--- config.mk ---
export PLATFORM = sky130hd
export DESIGN_NAME = dma_chan_regs
export DESIGN_NICKNAME = d
export VERILOG_FILES = /design/src/rtl/dcr_pkg.sv /design/src/rtl/dcr_decode.sv /design/src/rtl/dcr_channel.sv /design/src/rtl/dma_chan_regs.sv
export SDC_FILE = /design/constraint.sdc
export NUM_CORES = 2
export LEC_CHECK = 0
export BUFFER_PORTS_ARGS = -buffer_cell sky130_fd_sc_hd__buf_2
export CAP_MARGIN = 15
export CORE_ASPECT_RATIO = 1.5
export CORE_UTILIZATION = 55
export DETAILED_ROUTE_END_ITERATION = 7
export GPL_ROUTABILITY_DRIVEN = 0
export PLACE_DENSITY = 0.76
export SLEW_MARGIN = 25
export SYNTH_ARGS = -nofsm -noshare
export SYNTH_HDL_FRONTEND = slang
export SYNTH_SLANG_ARGS = --single-unit
--- constraint.sdc ---
create_clock -name clk -period 1.9 [get_ports clk]
set_clock_uncertainty 0.1 [all_clocks]
set_input_delay 0.095 -clock clk [delete_from_list [all_inputs] [get_ports clk]]
set_output_delay 0.095 -clock clk [all_outputs]
set_load 0.03 [all_outputs]
--- src/rtl/dcr_pkg.sv ---
package dcr_pkg;

    typedef enum logic [2:0] {
        ST_RESET   = 3'd1,
        ST_STOPPED = 3'd2,
        ST_RUNNING = 3'd4
    } ch_state_e;

    localparam int WIN_SHIFT = 13;
    localparam int IDX_W     = 6;

    localparam logic [IDX_W-1:0] RI_DATA   = 6'h00;
    localparam logic [IDX_W-1:0] RI_SDESC  = 6'h16;
    localparam logic [IDX_W-1:0] RI_SBUF   = 6'h17;
    localparam logic [IDX_W-1:0] RI_GROUP  = 6'h18;
    localparam logic [IDX_W-1:0] RI_GDOWN  = 6'h1F;
    localparam logic [IDX_W-1:0] RI_CMD    = 6'h20;
    localparam logic [IDX_W-1:0] RI_CFG    = 6'h21;
    localparam logic [IDX_W-1:0] RI_STAT   = 6'h22;
    localparam logic [IDX_W-1:0] RI_MASK   = 6'h23;
    localparam logic [IDX_W-1:0] RI_ACK    = 6'h24;
    localparam logic [IDX_W-1:0] RI_RAW    = 6'h25;
    localparam logic [IDX_W-1:0] RI_MASKED = 6'h26;
    localparam logic [IDX_W-1:0] RI_STREAM = 6'h27;

    localparam int           SC_W         = 10;
    localparam logic [SC_W-1:0] SC_LOAD_DATA = 10'h140;
    localparam logic [SC_W-1:0] SC_BURST     = 10'h020;
    localparam logic [SC_W-1:0] SC_LOAD_CTX  = 10'h200;

endpackage

--- src/rtl/dcr_decode.sv ---
module dcr_decode #(
    parameter int NUM_CH = 3,
    parameter int ADDR_W = 16
) (
    input  logic                          valid,
    input  logic                          write,
    input  logic [ADDR_W-1:0]             addr,
    input  logic [3:0]                    be,
    output logic [dcr_pkg::IDX_W-1:0]     reg_idx,
    output logic [ADDR_W-dcr_pkg::WIN_SHIFT-1:0] chan,
    output logic [NUM_CH-1:0]             wr_sel,
    output logic                          rd_hit
);
    import dcr_pkg::*;

    localparam int CHF_W = ADDR_W - WIN_SHIFT;

    logic full_word;
    logic in_range;
    logic unused_addr;

    assign unused_addr = ^{addr[WIN_SHIFT-1:8], addr[1:0]};
    assign full_word   = (be == 4'hF);
    assign chan        = addr[ADDR_W-1:WIN_SHIFT];
    assign in_range    = (32'(chan) < NUM_CH);
    assign reg_idx     = addr[7:2];
    assign rd_hit      = valid && !write && full_word && in_range;

    for (genvar i = 0; i < NUM_CH; i++) begin : g_sel
        assign wr_sel[i] = valid && write && full_word && (chan == CHF_W'(i));
    end

endmodule

--- src/rtl/dcr_channel.sv ---
module dcr_channel #(
    parameter int INTR_W = 4,
    parameter int SRC_W  = 4
) (
    input  logic                       clk,
    input  logic                       rst_n,
    input  logic                       wr_en,
    input  logic [dcr_pkg::IDX_W-1:0]  reg_idx,
    input  logic [31:0]                wdata,
    input  logic [INTR_W-1:0]          intr_set,
    input  logic                       eol,
    input  logic [SRC_W-1:0]           src,
    output logic [31:0]                rd_word,
    output logic                       irq,
    output logic                       ld_data,
    output logic                       start,
    output logic                       ld_ctx,
    output logic                       cont
);
    import dcr_pkg::*;

    typedef struct packed {
        logic [31:0]       data;
        logic [31:0]       sdesc;
        logic [31:0]       sbuf;
        logic [31:0]       group;
        logic [31:0]       gdown;
        logic [31:0]       cmd;
        logic [1:0]        cfg;
        logic [INTR_W-1:0] mask;
        logic [INTR_W-1:0] raw;
        logic [SC_W-1:0]   stream;
        ch_state_e         state;
        logic              ld_data;
        logic              start;
        logic              ld_ctx;
        logic              cont;
    } chan_s;

    chan_s ch_d, ch_q;

    always_comb begin
        logic [INTR_W-1:0] ack;
        logic [SC_W-1:0]   sc;
        ch_d         = ch_q;
        ch_d.ld_data = 1'b0;
        ch_d.start   = 1'b0;
        ch_d.ld_ctx  = 1'b0;
        ch_d.cont    = 1'b0;
        ack          = '0;
        sc           = wdata[SC_W-1:0];
        if (wr_en) begin
            case (reg_idx)
                RI_DATA:  ch_d.data  = wdata;
                RI_SDESC: ch_d.sdesc = wdata;
                RI_SBUF:  ch_d.sbuf  = wdata;
                RI_GROUP: ch_d.group = wdata;
                RI_GDOWN: ch_d.gdown = wdata;
                RI_CMD: begin
                    ch_d.cmd  = wdata;
                    ch_d.cont = 1'b1;
                end
                RI_CFG: begin
                    ch_d.cfg = wdata[1:0];
                    if (wdata[1]) ch_d.state = ST_STOPPED;
                    if (!wdata[0]) ch_d.state = ST_RESET;
                end
                RI_MASK: ch_d.mask = wdata[INTR_W-1:0];
                RI_ACK:  ack       = wdata[INTR_W-1:0];
                RI_STREAM: begin
                    ch_d.stream = sc;
                    if ((sc & SC_LOAD_DATA) != '0) begin
                        ch_d.ld_data = 1'b1;
                        if ((sc & SC_BURST) != '0) begin
                            ch_d.start = 1'b1;
                            ch_d.state = ST_RUNNING;
                        end
                    end
                    if ((sc & SC_LOAD_CTX) != '0) ch_d.ld_ctx = 1'b1;
                end
                default: ;
            endcase
        end
        ch_d.raw = (ch_q.raw & ~ack) | intr_set;
    end

    always_ff @(posedge clk) begin
        if (!rst_n) begin
            ch_q       <= '0;
            ch_q.state <= ST_RESET;
        end else begin
            ch_q <= ch_d;
        end
    end

    always_comb begin
        logic [31:0] stat;
        stat              = '0;
        stat[2:0]         = ch_q.state;
        stat[5]           = eol;
        stat[8 +: SRC_W]  = src;
        case (reg_idx)
            RI_DATA:   rd_word = ch_q.data;
            RI_SDESC:  rd_word = ch_q.sdesc;
            RI_SBUF:   rd_word = ch_q.sbuf;
            RI_GROUP:  rd_word = ch_q.group;
            RI_GDOWN:  rd_word = ch_q.gdown;
            RI_CMD:    rd_word = ch_q.cmd;
            RI_CFG:    rd_word = 32'(ch_q.cfg);
            RI_STAT:   rd_word = stat;
            RI_MASK:   rd_word = 32'(ch_q.mask);
            RI_RAW:    rd_word = 32'(ch_q.raw);
            RI_MASKED: rd_word = 32'(ch_q.raw & ch_q.mask);
            RI_STREAM: rd_word = 32'(ch_q.stream);
            default:   rd_word = '0;
        endcase
    end

    assign irq     = |(ch_q.raw & ch_q.mask);
    assign ld_data = ch_q.ld_data;
    assign start   = ch_q.start;
    assign ld_ctx  = ch_q.ld_ctx;
    assign cont    = ch_q.cont;

endmodule

--- src/rtl/dma_chan_regs.sv ---
module dma_chan_regs #(
    parameter int NUM_CH = 3,
    parameter int ADDR_W = 16,
    parameter int INTR_W = 4,
    parameter int SRC_W  = 4
) (
    input  logic                     clk,
    input  logic                     rst_n,
    input  logic                     req_valid_i,
    input  logic                     req_write_i,
    input  logic [ADDR_W-1:0]        req_addr_i,
    input  logic [3:0]               req_be_i,
    input  logic [31:0]              req_wdata_i,
    output logic [31:0]              rdata_o,
    input  logic [NUM_CH-1:0]        eol_i,
    input  logic [NUM_CH*SRC_W-1:0]  src_i,
    input  logic [NUM_CH*INTR_W-1:0] intr_set_i,
    output logic [NUM_CH-1:0]        irq_o,
    output logic [NUM_CH-1:0]        ld_data_o,
    output logic [NUM_CH-1:0]        start_o,
    output logic [NUM_CH-1:0]        ld_ctx_o,
    output logic [NUM_CH-1:0]        cont_o
);
    import dcr_pkg::*;

    localparam int CHF_W = ADDR_W - WIN_SHIFT;

    typedef struct packed {
        logic [31:0] rdata;
    } top_s;

    logic [IDX_W-1:0]  reg_idx;
    logic [CHF_W-1:0]  chan;
    logic [NUM_CH-1:0] wr_sel;
    logic              rd_hit;
    logic [31:0]       ch_rd [NUM_CH];
    top_s              top_d, top_q;

    dcr_decode #(.NUM_CH(NUM_CH), .ADDR_W(ADDR_W)) u_dec (
        .valid   (req_valid_i),
        .write   (req_write_i),
        .addr    (req_addr_i),
        .be      (req_be_i),
        .reg_idx (reg_idx),
        .chan    (chan),
        .wr_sel  (wr_sel),
        .rd_hit  (rd_hit)
    );

    for (genvar c = 0; c < NUM_CH; c++) begin : g_ch
        dcr_channel #(.INTR_W(INTR_W), .SRC_W(SRC_W)) u_ch (
            .clk      (clk),
            .rst_n    (rst_n),
            .wr_en    (wr_sel[c]),
            .reg_idx  (reg_idx),
            .wdata    (req_wdata_i),
            .intr_set (intr_set_i[c*INTR_W +: INTR_W]),
            .eol      (eol_i[c]),
            .src      (src_i[c*SRC_W +: SRC_W]),
            .rd_word  (ch_rd[c]),
            .irq      (irq_o[c]),
            .ld_data  (ld_data_o[c]),
            .start    (start_o[c]),
            .ld_ctx   (ld_ctx_o[c]),
            .cont     (cont_o[c])
        );
    end

    always_comb begin
        top_d.rdata = '0;
        for (int i = 0; i < NUM_CH; i++) begin
            if (rd_hit && (chan == CHF_W'(i))) top_d.rdata = ch_rd[i];
        end
    end

    always_ff @(posedge clk) begin
        if (!rst_n) top_q <= '0;
        else        top_q <= top_d;
    end

    assign rdata_o = top_q.rdata;

endmodule

=== Yosys cells after proc, flatten, opt, wreduce, memory -nomap -nowiden ===
Index checks and enable logic that the tools add are counted.

* Flip-flop bits (word level): 689
* Output and inout port bits: 47

* $lt $le $gt $ge: 1
* Equal/unequal tests: 18
* Mux-type cells: 18
* Bitwise gates (word level): 15
* Reductions and logical operators: 58

{| class="wikitable"
|+ Operators with widths
! operator !! count
|-
| case mux 32 bit (12 select lines) || 3
|-
| two-way mux 32 bit || 3
|-
| AND reduction 2 bit || 30
|-
| equality test 6 bit (second input constant) || 8
|-
| AND 4 bit || 9
|-
| equality test 6 x 5 -> 1 bit (second input constant) || 4
|-
| two-way mux 4 bit || 4
|-
| AND reduction 5 bit || 3
|-
| NOT 4 bit || 3
|-
| bitwise OR 4 bit || 3
|-
| AND reduction 4 bit || 3
|-
| OR reduction 4 bit || 3
|-
| logical AND 1 bit || 11
|-
| nonzero test 10 bit || 1
|-
| two-way mux 3 bit || 3
|-
| AND reduction 3 bit || 3
|-
| zero test 6 bit || 1
|-
| case mux 3 bit (2 select lines) || 1
|-
| two-way mux 5 bit || 1
|-
| equality test 4 bit (second input constant) || 1
|-
| equality test 3 x 1 -> 1 bit (second input constant) || 1
|-
| equality test 3 x 2 -> 1 bit (second input constant) || 1
|-
| zero test 3 bit || 1
|-
| less-than comparator 3 x 2 -> 1 bit (second input constant) || 1
|-
| 6 further kinds || 8
|}

=== Logic depth before layout (Yosys ltp) ===
* Depth after elaboration: 8
* Depth in mapped cells: 10
* Mapped depth without buffers: 6

=== Modules after synthesis ===
Synthesis repeated with hierarchy kept, for this count alone.

* Cell total of the unflattened synthesis: 3,615
* Area total of the unflattened synthesis: 30,088.9 µm²

{| class="wikitable"
|+ Modules (own cells, without submodules)
! module !! instances !! cells an instance !! area an instance (µm²) !! seq. area each (µm²)
|-
| dcr_channel || 3 || 1,139 || 9,347.7 || 4,384.2
|-
| dma_chan_regs || 1 || 181 || 1,905.6 || 640.6
|-
| dcr_decode || 1 || 17 || 140.1 || 0.0
|}

=== Worst setup path after synthesis ===
Ideal clock, no wire load.

* Path type: input port to flip-flop
* Start: input port req_be_i[3]
* End: register g_ch[0].u_ch.ch_q[21] (netlist bit)
* Setup time: 0.128 ns
* Data arrival time: 1.690 ns
* Required time: 1.672 ns
* Slack: -0.017 ns
* Stages on the path: 8
* Buffers on the path: 2
* Cells stage by stage: and4_1 nand2_1 buf_6 or4_1 buf_2 nor3_4 mux2i_1 nor2_1

* Longest elaborated chain between the ends: 4

{| class="wikitable"
|+ RTL lines
! element !! RTL line !! source
|-
| start, declared || dma_chan_regs.sv:12 || <nowiki>input logic [3:0] req_be_i,</nowiki>
|-
| equality test 4 bit || dcr_decode.sv:23 || <nowiki>assign full_word = (be == 4'hF);</nowiki>
|-
| logical AND 1 bit (2 in series) || dcr_decode.sv:30 || <nowiki>assign wr_sel[i] = valid && write && full_word && (chan == CHF_W'(i));</nowiki>
|-
| AND reduction 2 bit (no source line) || - ||
|-
| end signal, assigned || dcr_channel.sv:92 || <nowiki>ch_q <= ch_d;</nowiki>
|-
| end, declared || dcr_channel.sv:40 || <nowiki>chan_s ch_d, ch_q;</nowiki>
|}

Every way passes these cells.
A chain may end at the register's enable or synchronous reset.

=== Final worst setup path ===
* Start: input port req_addr_i[4]
* End: register top_q (netlist bit rdata_o[3])

* Longest elaborated chain between the ends: 5
* Elaborated cells between the ends (all ways): 18
* Classes of those cells: 11 x eq/ne; 6 x mux; 1 x reduce/logical

{| class="wikitable"
|+ RTL lines
! element !! RTL line !! source
|-
| start, declared || dma_chan_regs.sv:11 || <nowiki>input logic [ADDR_W-1:0] req_addr_i,</nowiki>
|-
| equality test 6 bit, or another cell as far along || dcr_channel.sv:102 || <nowiki>case (reg_idx)</nowiki>
|-
| case mux 32 bit (12 select lines) || dcr_channel.sv:102 ||
|-
| two-way mux 32 bit (2 in series) || dma_chan_regs.sv:72 || <nowiki>if (rd_hit && (chan == CHF_W'(i))) top_d.rdata = ch_rd[i];</nowiki>
|-
| two-way mux 32 bit * || dma_chan_regs.sv:72 ||
|-
| end signal, assigned || dma_chan_regs.sv:78 || <nowiki>else top_q <= top_d;</nowiki>
|-
| end, declared || dma_chan_regs.sv:37 || <nowiki>top_s top_d, top_q;</nowiki>
|}

Mark *: on every way between the ends. The rest lies on a longest branch, timed or not.

==> results.json <==
{
  "outcome": "complete, but fails checks",
  "violations": "DRC",
  "dr.pass1.iters": 8,
  "path_clk_slew_ps": 70,
  "period_minus_slack_ps": 1840,
  "cp.arrival_ps": 2210,
  "wirelength_um": 106000,
  "syn_inst": 3623,
  "synth_cell_types": 65,
  "rows": 101,
  "synth_fp_nets": 3706,
  "p_leak_nw": 11.6,
  "cts_htree_levels": 3,
  "cts_sinks": 689,
  "synth-simple-area-share_pct": 21.9,
  "vias": 28700,
  "crit_type": "in -> reg",
  "io_buffers": 122,
  "grt_setup_unrepaired": "false",
  "cts_setup_buffers": 0,
  "synthAdderAreaFrac_pct": 0,
  "fin_cells": 4541,
  "fill_cells": 4060,
  "grt_max_degree": 63,
  "ant_nets": 0,
  "tns_ps": 0,
  "synth_top_family_by_area": "simple AND/OR/NAND/NOR gates",
  "synth_most_common_cell": "nand2_1",
  "fmax_mhz": 543,
  "clkLatencyLatePin_ps": 620,
  "tritoncts": "yes",
  "fin_crit_sh_pct": 96.9,
  "cp_max_fo": 23,
  "synth_mux_area_share_pct": 1.24,
  "core_um2": 50500,
  "crit_path_end_kind": "flip-flop",
  "drv_cap": 0,
  "ys_seq_elements": 689,
  "hold_path_class": "in -> reg",
  "areaGrowthSynthToFinish_pct": 21.5,
  "seq_area_frac_synth_pct": 49.0,
  "synth_compound_area_share_pct": 21.6,
  "crit_required_ps": 2260,
  "antenna_found_initial": 4,
  "yosys-top-cells-count": "nand2_1 (1312), dfxtp_1 (689), a21oi_1 (638)",
  "cts_buffer_depth": 3,
  "hpwl_um": 67800,
  "drv_slew": 0,
  "grt_pass1_vias": 27800,
  "die_w_um": 187,
  "yosys.area.top_type_share_pct": 49.0,
  "syn_area_per_cell_um2": 7.77,
  "fin_nets": 3907,
  "powerDensity_nw_per_um2": 852,
  "multi_input_area_um2": 12700,
  "route.detailed.drc": 9,
  "drtIter0Drc": 4149,
  "grt_pass1_wl_um": 162000,
  "power_mw": 29.1,
  "dieArea_um2": 52100,
  "register_area_um2": 13800,
  "ios": 130,
  "cts_buffers": 66,
  "ys.flop_type": "dfxtp_1",
  "hold_viol_final": 0,
  "drive_gt1_share_pct": 15.1,
  "yosys.area.top_type": "dfxtp_1",
  "groute.usage.overall_pct": 40.1,
  "synth-edff-count": 0,
  "wl_per_cell_um": 23.3,
  "dp.cells": 4361,
  "yosysWarningCount": 0,
  "die_h_um": 279,
  "synth.area.top_cells": "dfxtp_1 (49%), nand2_1 (17%), a21oi_1 (11%)",
  "viasPerCell": 6.32,
  "synth-async-reset-ratio_pct": 0,
  "vdd_drop_max_mv": 0.836,
  "critPathLaunchType": "input port",
  "initial_core_util_pct": 55.7,
  "root_buffer": "clkbuf_16",
  "relSlewSlack_pct": 54.1,
  "setup_viol": 0,
  "synth_area_um2": 28200,
  "worstMarginPinSlew_ps": 684,
  "gr-total-overflow": 0,
  "synth-xor-area-share_pct": 0
}
[layer usage]
layer | track usage, % | wire (um) | vias up
li1 | - | - | 12800
met1 | 45.5 | 36000 | 13300
met2 | 64.1 | 48000 | 2024
met3 | 8.07 | 11400 | 571
met4 | 35.8 | 10400 | 2
met5 | 0 | 12 | -
[cells in the final DEF (no fill, tap or decap), types with 4 or more instances in the layout]
master	n
mux2_2	7
clkbuf_16	68
o31a_1	4
nor3_1	45
a22oi_1	113
a31oi_1	56
buf_12	80
nand3b_1	4
dlygate4sd3_1	64
and3_1	13
a32oi_1	7
a21o_1	4
o21ai_1	4
inv_1	17
nor2_4	16
a222oi_1	103
o21ai_0	18
clkinv_2	4
nor2_1	45
nand2_1	1311
a311oi_1	5
mux2i_1	27
nand4_1	7
dfxtp_1	689
a221oi_1	7
a22o_1	8
bufinv_16	5
a21oi_1	638
clkbuf_1	20
a211oi_1	4
buf_2	121
nor2_2	11
nand2b_1	6
buf_4	234
nor2b_1	4
nand3_1	18
clkbuf_8	11
[what timing repair did]
item	in CTS	in global routing
setup endpoints to repair	0	8
hold buffers	63	1
resized for setup	0	16
endpoints found under the hold margin	620	2
[critical path: stages]
cell	delay (ps)
buf_2	160
buf_4	130
and4bb_1	200
and2_4	310
buf_4	260
a22oi_1	200
nand4_1	160
o21ai_2	500
a211oi_1	160
[registers in the layout (all words and copies together) (netlist names)]
name and flops:
rdata_o 32, g_ch.u_ch.ld_data 3, g_ch.u_ch.ch_q 645, g_ch.u_ch.start 3
g_ch.u_ch.ld_ctx 3, g_ch.u_ch.cont 3
[path summary, 6_finish.rpt]
path                                              end                                 from  cells after the start  slack, ps
hold reg to reg   g_ch[1].u_ch.ch_q[175]$_SDFFE_PN0P_  g_ch[1].u_ch.ch_q[175]$_SDFFE_PN0P_                      2        350
setup reg to reg                rdata_o[6]$_SDFF_PN0_  g_ch[2].u_ch.ch_q[193]$_SDFFE_PN0P_                      4        200
setup / recovery                rdata_o[3]$_SDFF_PN0_                        req_addr_i[4]                      9         60
hold / removal       g_ch[1].u_ch.ch_q[18]$_SDFF_PN0_                       req_addr_i[14]                      4         10
[kinds of logic after synthesis]
group,count (synthesis)
buf+inv,385
compound gates,994
mux,34
simple gates,1521
flops,689
[layout make-up]
cell class                 count  area share, %
sequential                   689           40.3
multi-input combinational   2549           37.2
timing repair buffer         500           13.5
clock buffer                  99           5.64
tap                          669           2.45
clock inverter                14          0.644
inverter                      18          0.274
antenna                        3         0.0220
[power breakdown]
group / total (mW) / internal [mW] / switching [mW]
clock network: 13.4 / 7.71 / 5.71
registers: 14.5 / 14.5 / 0.0270
logic: 1.23 / 0.384 / 0.844
[per-stage QoR]
stage / setup WS [ps] / cell area (um2) / util [%] / hold slack [ps]
floorplan: 5.98 / 28200 / - / 124
finish: 59.8 / 34200 / 67.7 / 10.2
detailed placement: -613 / 31300 / 62.0 / 238
CTS: 9.68 / 34100 / 67.5 / 6.14
global route: 4.21 / 34200 / 67.7 / 11.0
global placement: -559 / 31300 / 62.0 / 232
(Power assumes the default switching activity.)
